`config.mk`:
```
export PLATFORM = sky130hd
export DESIGN_NAME = bus_clk_prescaler
export DESIGN_NICKNAME = d
export VERILOG_FILES = /design/src/rtl/clkpre_pkg.sv /design/src/rtl/clkpre_regs.sv /design/src/rtl/clkpre_divider.sv /design/src/rtl/bus_clk_prescaler.sv
export SDC_FILE = /design/constraint.sdc
export NUM_CORES = 1
export LEC_CHECK = 0
export ABC_CLOCK_PERIOD_IN_PS = 2270
export BUFFER_PORTS_ARGS = -buffer_cell sky130_fd_sc_hd__buf_2
export CAP_MARGIN = 20
export CELL_PAD_IN_SITES_DETAIL_PLACEMENT = 0
export CELL_PAD_IN_SITES_GLOBAL_PLACEMENT = 1
export CORE_ASPECT_RATIO = 0.6
export CORE_MARGIN = 1.5
export CORE_UTILIZATION = 37
export CTS_CLUSTER_DIAMETER = 40
export DETAILED_ROUTE_END_ITERATION = 6
export GPL_ROUTABILITY_DRIVEN = 1
export PLACE_DENSITY = 0.73
export REMOVE_ABC_BUFFERS = 1
export SLEW_MARGIN = 10
export SYNTH_ARGS = -nofsm -noshare
export SYNTH_HDL_FRONTEND = slang
export SYNTH_SLANG_ARGS = --single-unit
```
`constraint.sdc`:
```
create_clock -name clk -period 2.27 [get_ports clk]
set_input_delay 0 -clock clk [delete_from_list [all_inputs] [get_ports clk]]
set_output_delay 0 -clock clk [all_outputs]
set_load 0.01 [all_outputs]
```
`src/rtl/clkpre_pkg.sv`:
```
package clkpre_pkg;
    localparam int NDOM  = 4;
    localparam int SEL_W = 3;
    localparam int CFG_W = SEL_W + 1;
    localparam int CNT_W = 2 ** SEL_W;

    typedef enum logic [1:0] {
        DOM_CPU = 2'd0,
        DOM_HSB = 2'd1,
        DOM_PBA = 2'd2,
        DOM_PBB = 2'd3
    } dom_e;

    typedef struct packed {
        logic             div;
        logic [SEL_W-1:0] sel;
    } divcfg_t;

    typedef divcfg_t [NDOM-1:0] divset_t;

    // Effective right shift of the main rate: 0 when undivided, sel+1 otherwise
    function automatic logic [SEL_W:0] shift_of(divcfg_t c);
        return c.div ? ({1'b0, c.sel} + 1'b1) : '0;
    endfunction

    // Children may never be faster (smaller shift) than their parent
    function automatic logic order_ok(divset_t s);
        return (shift_of(s[DOM_CPU]) <= shift_of(s[DOM_HSB])) &&
               (shift_of(s[DOM_HSB]) <= shift_of(s[DOM_PBA])) &&
               (shift_of(s[DOM_HSB]) <= shift_of(s[DOM_PBB]));
    endfunction

    // Low bits of the tick counter that must all be one for a pulse
    function automatic logic [CNT_W-1:0] low_mask(logic [SEL_W:0] s);
        logic [CNT_W:0]   one_hot;
        logic [CNT_W-1:0] unit;
        unit    = {{(CNT_W-1){1'b0}}, 1'b1};
        one_hot = {{CNT_W{1'b0}}, 1'b1} << s;
        return one_hot[CNT_W-1:0] - unit;
    endfunction
endpackage

```
`src/rtl/clkpre_regs.sv`:
```
module clkpre_regs
    import clkpre_pkg::*;
#(
    parameter int DW     = 32,
    parameter int N_MOD  = 32,
    parameter int ADDR_W = 3
) (
    input  logic                       clk,
    input  logic                       rst,
    input  logic                       wr_en,
    input  logic [ADDR_W-1:0]          addr,
    input  logic [DW-1:0]              wdata,
    output logic [DW-1:0]              rdata,
    output logic                       main_sel,
    output divset_t                    pend_cfg,
    output logic [NDOM-1:0][N_MOD-1:0] mask,
    output logic                       cfg_err
);
    localparam logic [ADDR_W-1:0] A_MAIN = ADDR_W'(0);
    localparam logic [ADDR_W-1:0] A_DIV  = ADDR_W'(1);
    localparam int MASK_BASE = 4;

    divset_t wcfg;
    assign wcfg = divset_t'(wdata[NDOM*CFG_W-1:0]);

    always_ff @(posedge clk) begin
        if (rst) begin
            main_sel <= 1'b0;
            pend_cfg <= '0;
            mask     <= '1;
            cfg_err  <= 1'b0;
        end else if (wr_en) begin
            if (addr == A_MAIN) begin
                main_sel <= wdata[0];
            end else if (addr == A_DIV) begin
                if (order_ok(wcfg)) pend_cfg <= wcfg;
                else                cfg_err  <= 1'b1;
            end
            for (int d = 0; d < NDOM; d++) begin
                if (addr == ADDR_W'(MASK_BASE + d)) mask[d] <= wdata[N_MOD-1:0];
            end
        end
    end

    always_comb begin
        rdata = '0;
        if (addr == A_MAIN) rdata[0] = main_sel;
        if (addr == A_DIV)  rdata[NDOM*CFG_W-1:0] = pend_cfg;
        for (int d = 0; d < NDOM; d++) begin
            if (addr == ADDR_W'(MASK_BASE + d)) rdata[N_MOD-1:0] = mask[d];
        end
    end
endmodule

```
`src/rtl/clkpre_divider.sv`:
```
module clkpre_divider
    import clkpre_pkg::*;
(
    input  logic            clk,
    input  logic            rst,
    input  logic            main_tick,
    input  divset_t         pend_cfg,
    output logic [NDOM-1:0] dom_en
);
    logic [CNT_W-1:0] cnt;
    divset_t          act_cfg;
    logic             boundary;

    // Every possible domain period ends when the counter is all ones
    assign boundary = main_tick && (cnt == '1);

    always_ff @(posedge clk) begin
        if (rst) begin
            cnt     <= '0;
            act_cfg <= '0;
        end else begin
            if (main_tick) cnt <= cnt + 1'b1;
            if (boundary)  act_cfg <= pend_cfg;
        end
    end

    for (genvar d = 0; d < NDOM; d++) begin : g_dom
        logic [CNT_W-1:0] need;
        assign need      = low_mask(shift_of(act_cfg[d]));
        assign dom_en[d] = main_tick && ((cnt & need) == need);
    end
endmodule

```
`src/rtl/bus_clk_prescaler.sv`:
```
module bus_clk_prescaler
    import clkpre_pkg::*;
#(
    parameter int DW     = 32,
    parameter int N_MOD  = 32,
    parameter int ADDR_W = 3
) (
    input  logic                    clk,
    input  logic                    rst,
    input  logic                    osc_tick,
    input  logic                    pll_tick,
    input  logic                    wr_en,
    input  logic [ADDR_W-1:0]       addr,
    input  logic [DW-1:0]           wdata,
    output logic [DW-1:0]           rdata,
    output logic [NDOM-1:0]         dom_en,
    output logic [NDOM*N_MOD-1:0]   mod_ce,
    output logic                    cfg_err
);
    logic                       main_sel;
    logic                       main_tick;
    divset_t                    pend_cfg;
    logic [NDOM-1:0][N_MOD-1:0] mask;

    clkpre_regs #(.DW(DW), .N_MOD(N_MOD), .ADDR_W(ADDR_W)) u_regs (
        .clk     (clk),
        .rst     (rst),
        .wr_en   (wr_en),
        .addr    (addr),
        .wdata   (wdata),
        .rdata   (rdata),
        .main_sel(main_sel),
        .pend_cfg(pend_cfg),
        .mask    (mask),
        .cfg_err (cfg_err)
    );

    assign main_tick = main_sel ? pll_tick : osc_tick;

    clkpre_divider u_div (
        .clk      (clk),
        .rst      (rst),
        .main_tick(main_tick),
        .pend_cfg (pend_cfg),
        .dom_en   (dom_en)
    );

    for (genvar d = 0; d < NDOM; d++) begin : g_gate
        assign mod_ce[d*N_MOD +: N_MOD] = mask[d] & {N_MOD{dom_en[d]}};
    end
endmodule

```
==> results.txt <==
The initial core utilization came out at 0.3762. In the synthesized netlist the dominant register cell turns out to be dfxtp_1. Clock tree synthesis selected as its root buffer the cell clkbuf_16. The area share of the largest cell type after synthesis is 0.3280. The worst setup path is captured at a primary output. The clock network latency to the later pin of the worst-skew pair came out at 0.45 ns. The HPWL after detailed placement is 28010 µm.

The worst vdd rail ir drop is 437.0 µV. Compared with the post-synthesis result, the final layout area differs by 54.88%. In the global route stage, overall resource usage came out at 0.3003. The max-slew violation count came out at 0. The final-report setup violation count is approximately 130. The clock sink total is 170.

The tool flagged a number of max-cap violations equal to 0. The total cell area at the placement stage is 12720 µm². In the routed layout, each cell is associated on average with a via count of 5.850. Entering global routing, the biggest net connects 52 pins. The power density normalized to cell area is between 500 and 600 nW/µm². The wire length of the first global-routing pass is 66230 µm. The minimum clock period after layout is 3.202 ns. Counting the buffers created by CTS gives 17. In the final routed layout, each cell accounts on average for 23.28 µm. The initial antenna violation count was 1. After filler insertion, the fill cell instance count of the layout stands at between 2000 and 2500.

The highest net fanout along the worst path is 9. The number of synthesized register bits came out at 170. Counting instances in the post-synthesis netlist gives the leading cell types as nand2_1, dfxtp_1, nor3_1. The clock passes through at most 2 buffers. The static leakage is 7.120 nW. Timing would allow up to between 0.3 and 0.4 GHz. The instance count of the mapped netlist came out at around 1300. By area the synthesized netlist is led by dfxtp_1, mux2i_1, nand2_1. The number of standard-cell rows in the floorplan came out at between 40 and 50.

Yosys mapped a number of flops with a built-in enable equal to 0. The final reports fail on setup timing. The TritonCTS clock tree is yes. The global placement routability congestion came out at 0.8922. The height of the die came out at 132.7 µm.

The yosys synthesis warning count is 0. Grouping stages by cell kind, the critical path spends the most delay in simple AND/OR/NAND/NOR gates. The share of the clock period used by the worst path is 1.411. The data required time of the critical path is approximately 2.3 ns. The average cell area after synthesis is roughly 8.2 µm². The largest single stage delay on the critical path is 0.44 ns.

The first routing iteration left 1321 violations. The data arrival time of the worst path is approximately 3.2 ns. The proportion of layout cells with a drive suffix above 1 is 0.4052.

Across the routed clock network, the largest skew measured is 0.007321 ns. The worst path setup slack after routing came out at -0.9324 ns. The flow ran to the end, but the final reports show violations. The final cell count without fillers is 1955. The hold violation total from the final report is 0. The die outline width came out at 219.2 µm. After the last flow step, the layout net total stands at 1639.

The total vias in the final route is around 11000. For the pin with the worst max-slew slack, the measured transition is 0.5598 ns. Of all cell types, the one taking the most synthesized area is dfxtp_1.

The async set or reset register ratio after synthesis came out at 0. The final design instance area without fill is 16070 µm². The min-delay analysis places its worst path in the category in2reg. The worst setup timing slack at the placement stage came out at -0.5771 ns. Summing all flip-flop and latch instances after layout gives 3416 µm². The critical path goes through ha_4 > xor2_2 > or4_4 > ha_4 > nand3b_1 > a211oi_2 > a2111oi_4 > nand4b_4 > buf_12 > buf_12 > nor3_2 > buf_2. The number of routed nets with antenna violations came out at 0. Setup repair after global routing could not meet its margin everywhere.

The relative slew slack came out at 0.6221. The share of the yosys chip area belonging to registers came out at 0.3280. The number of placed I/O pins came out at 205. The number of global-route vias before repair is 10760. The final layout contains routed wiring with a total length of 45510 µm. The multi-input logic area came out at 7741 µm². The first-pass iteration count of the detailed router is 6. The instance count after placement with tap cells included came out at approximately 1900. The total power draw is 0.008156 W. The number of different library cells in the post-synthesis netlist is 73. The number of input and output port buffers inserted came out at 204. The worst setup path is launched from a register. The total global routing overflow is 0. The die covers 29090 µm². By startpoint and endpoint, the worst setup path is classified as reg2out.

The total buffers and inverters traversed by the critical path is 3. The most numerous cell in the Yosys netlist is nand2_1. The area of the core is 27580 µm². The clock slew seen by the registers of the worst setup and hold paths came out at 0.07 ns. In the final timing run, aggregate negative setup slack is -97.71 ns. The synthesized area is 10370 µm². The slowest stage of the critical path is the or4_4 cell. The clock tree synthesis step divided the H-tree into 4 levels. The remaining design rule violation count came out at 0.
==> report_power, final <==
| part | internal (W) | switching [W] |
|---|---|---|
| registers | 0.00306 | 0.0000654 |
| logic | 0.000818 | 0.00105 |
| clock network | 0.00187 | 0.00129 |
| total | 0.00575 | 0.00241 |
==> stage by stage <==
stage,hold WS (ns),utilization
5_1_grt,0.01530,0.5825
2_1_floorplan,0.06907,-
6_report,0.02421,0.5826
3_3_place_gp,0.2662,0.4611
4_1_cts,0.0007875,0.5647
3_5_place_dp,0.2715,0.4611
==> routing by layer <==
metal / part of all wire / vias up / track usage
li1: - / 5170 / -
met1: 0.46 / 5589 / 0.4448
met2: 0.42 / 622 / 0.4267
met3: 0.098 / 56 / 0.07379
met4: 0.018 / 0 / 0.08486
met5: 0 / - / 0
==> final cells by class <==
class	instances	area share
Clock inverter	8	0.008876
Multi-Input combinational cell	889	0.4817
Timing Repair Buffer	416	0.2205
Antenna cell	1	0.0001557
Tap cell	367	0.02858
Sequential cell	170	0.2126
Inverter	80	0.01884
Clock buffer	24	0.02873
==> cell usage in the layout (no fill, tap or decap), types with 24 or more instances in the layout <==
master and n:
a21oi_1 24, and2_1 24, buf_12 35, buf_2 193, buf_4 110, buf_6 30
dfxtp_1 162, dlygate4sd3_1 32, inv_1 79, mux2i_1 67, nand2_1 181, nand3_1 71
nand4_1 30, nor2_1 32, nor3_2 30, nor3_4 56, nor4b_4 32, o211ai_1 66
==> what timing repair did <==
action,4_1_cts,5_1_grt
endpoints found under the hold margin,128,0
pin swaps,72,48
gates resized for setup,251,96
endpoints found under the setup margin,132,149
gates cloned,15,5
buffers inserted,24,6
hold buffers,32,0
==> tightest hold or removal path, cell delays in order <==
cell and delay (ns):
buf_2 0.14, buf_4 0.17, nand2_1 0.05, o211ai_1 0.08
==> worst paths after layout <==
kind / from / end / slack [ns] / cells after the start
hold / removal: wdata[4] / u_regs.mask[4]$_SDFFE_PP1P_ / 0.02 / 4
setup reg to reg: u_div.cnt[1]$_SDFFE_PP0P_ / u_div.act_cfg[5]$_SDFFE_PP0P_ / 0.33 / 6
setup / recovery: u_div.act_cfg[12]$_SDFFE_PP0P_ / mod_ce[97] / -0.93 / 12
hold reg to reg: u_regs.mask[119]$_SDFFE_PP1P_ / u_regs.mask[119]$_SDFFE_PP1P_ / 0.49 / 2
==> sequential cells by signal, indices dropped and copies added (netlist names) <==
| register | cells |
|---|---|
| u_div.act_cfg | 16 |
| u_div.cnt | 8 |
| u_regs.cfg_err | 1 |
| u_regs.main_sel | 1 |
| u_regs.mask | 128 |
| u_regs.pend_cfg | 16 |
==> logic make-up (layout without fill, tap and decap cells) <==
kind of cell    Yosys count  count (layout)  share of synthesized area
other cells               0               1                          0
xor+xnor                 16              16                    0.01351
compound gates          200             200                     0.1407
simple gates            544             544                     0.2788
mux                     104             104                     0.1233
flops                   170             170                     0.3280
fa+ha+maj                25              25                    0.03015
buf+inv                 203             528                    0.08550
Note: power is estimated with default switching activity, not from simulation.
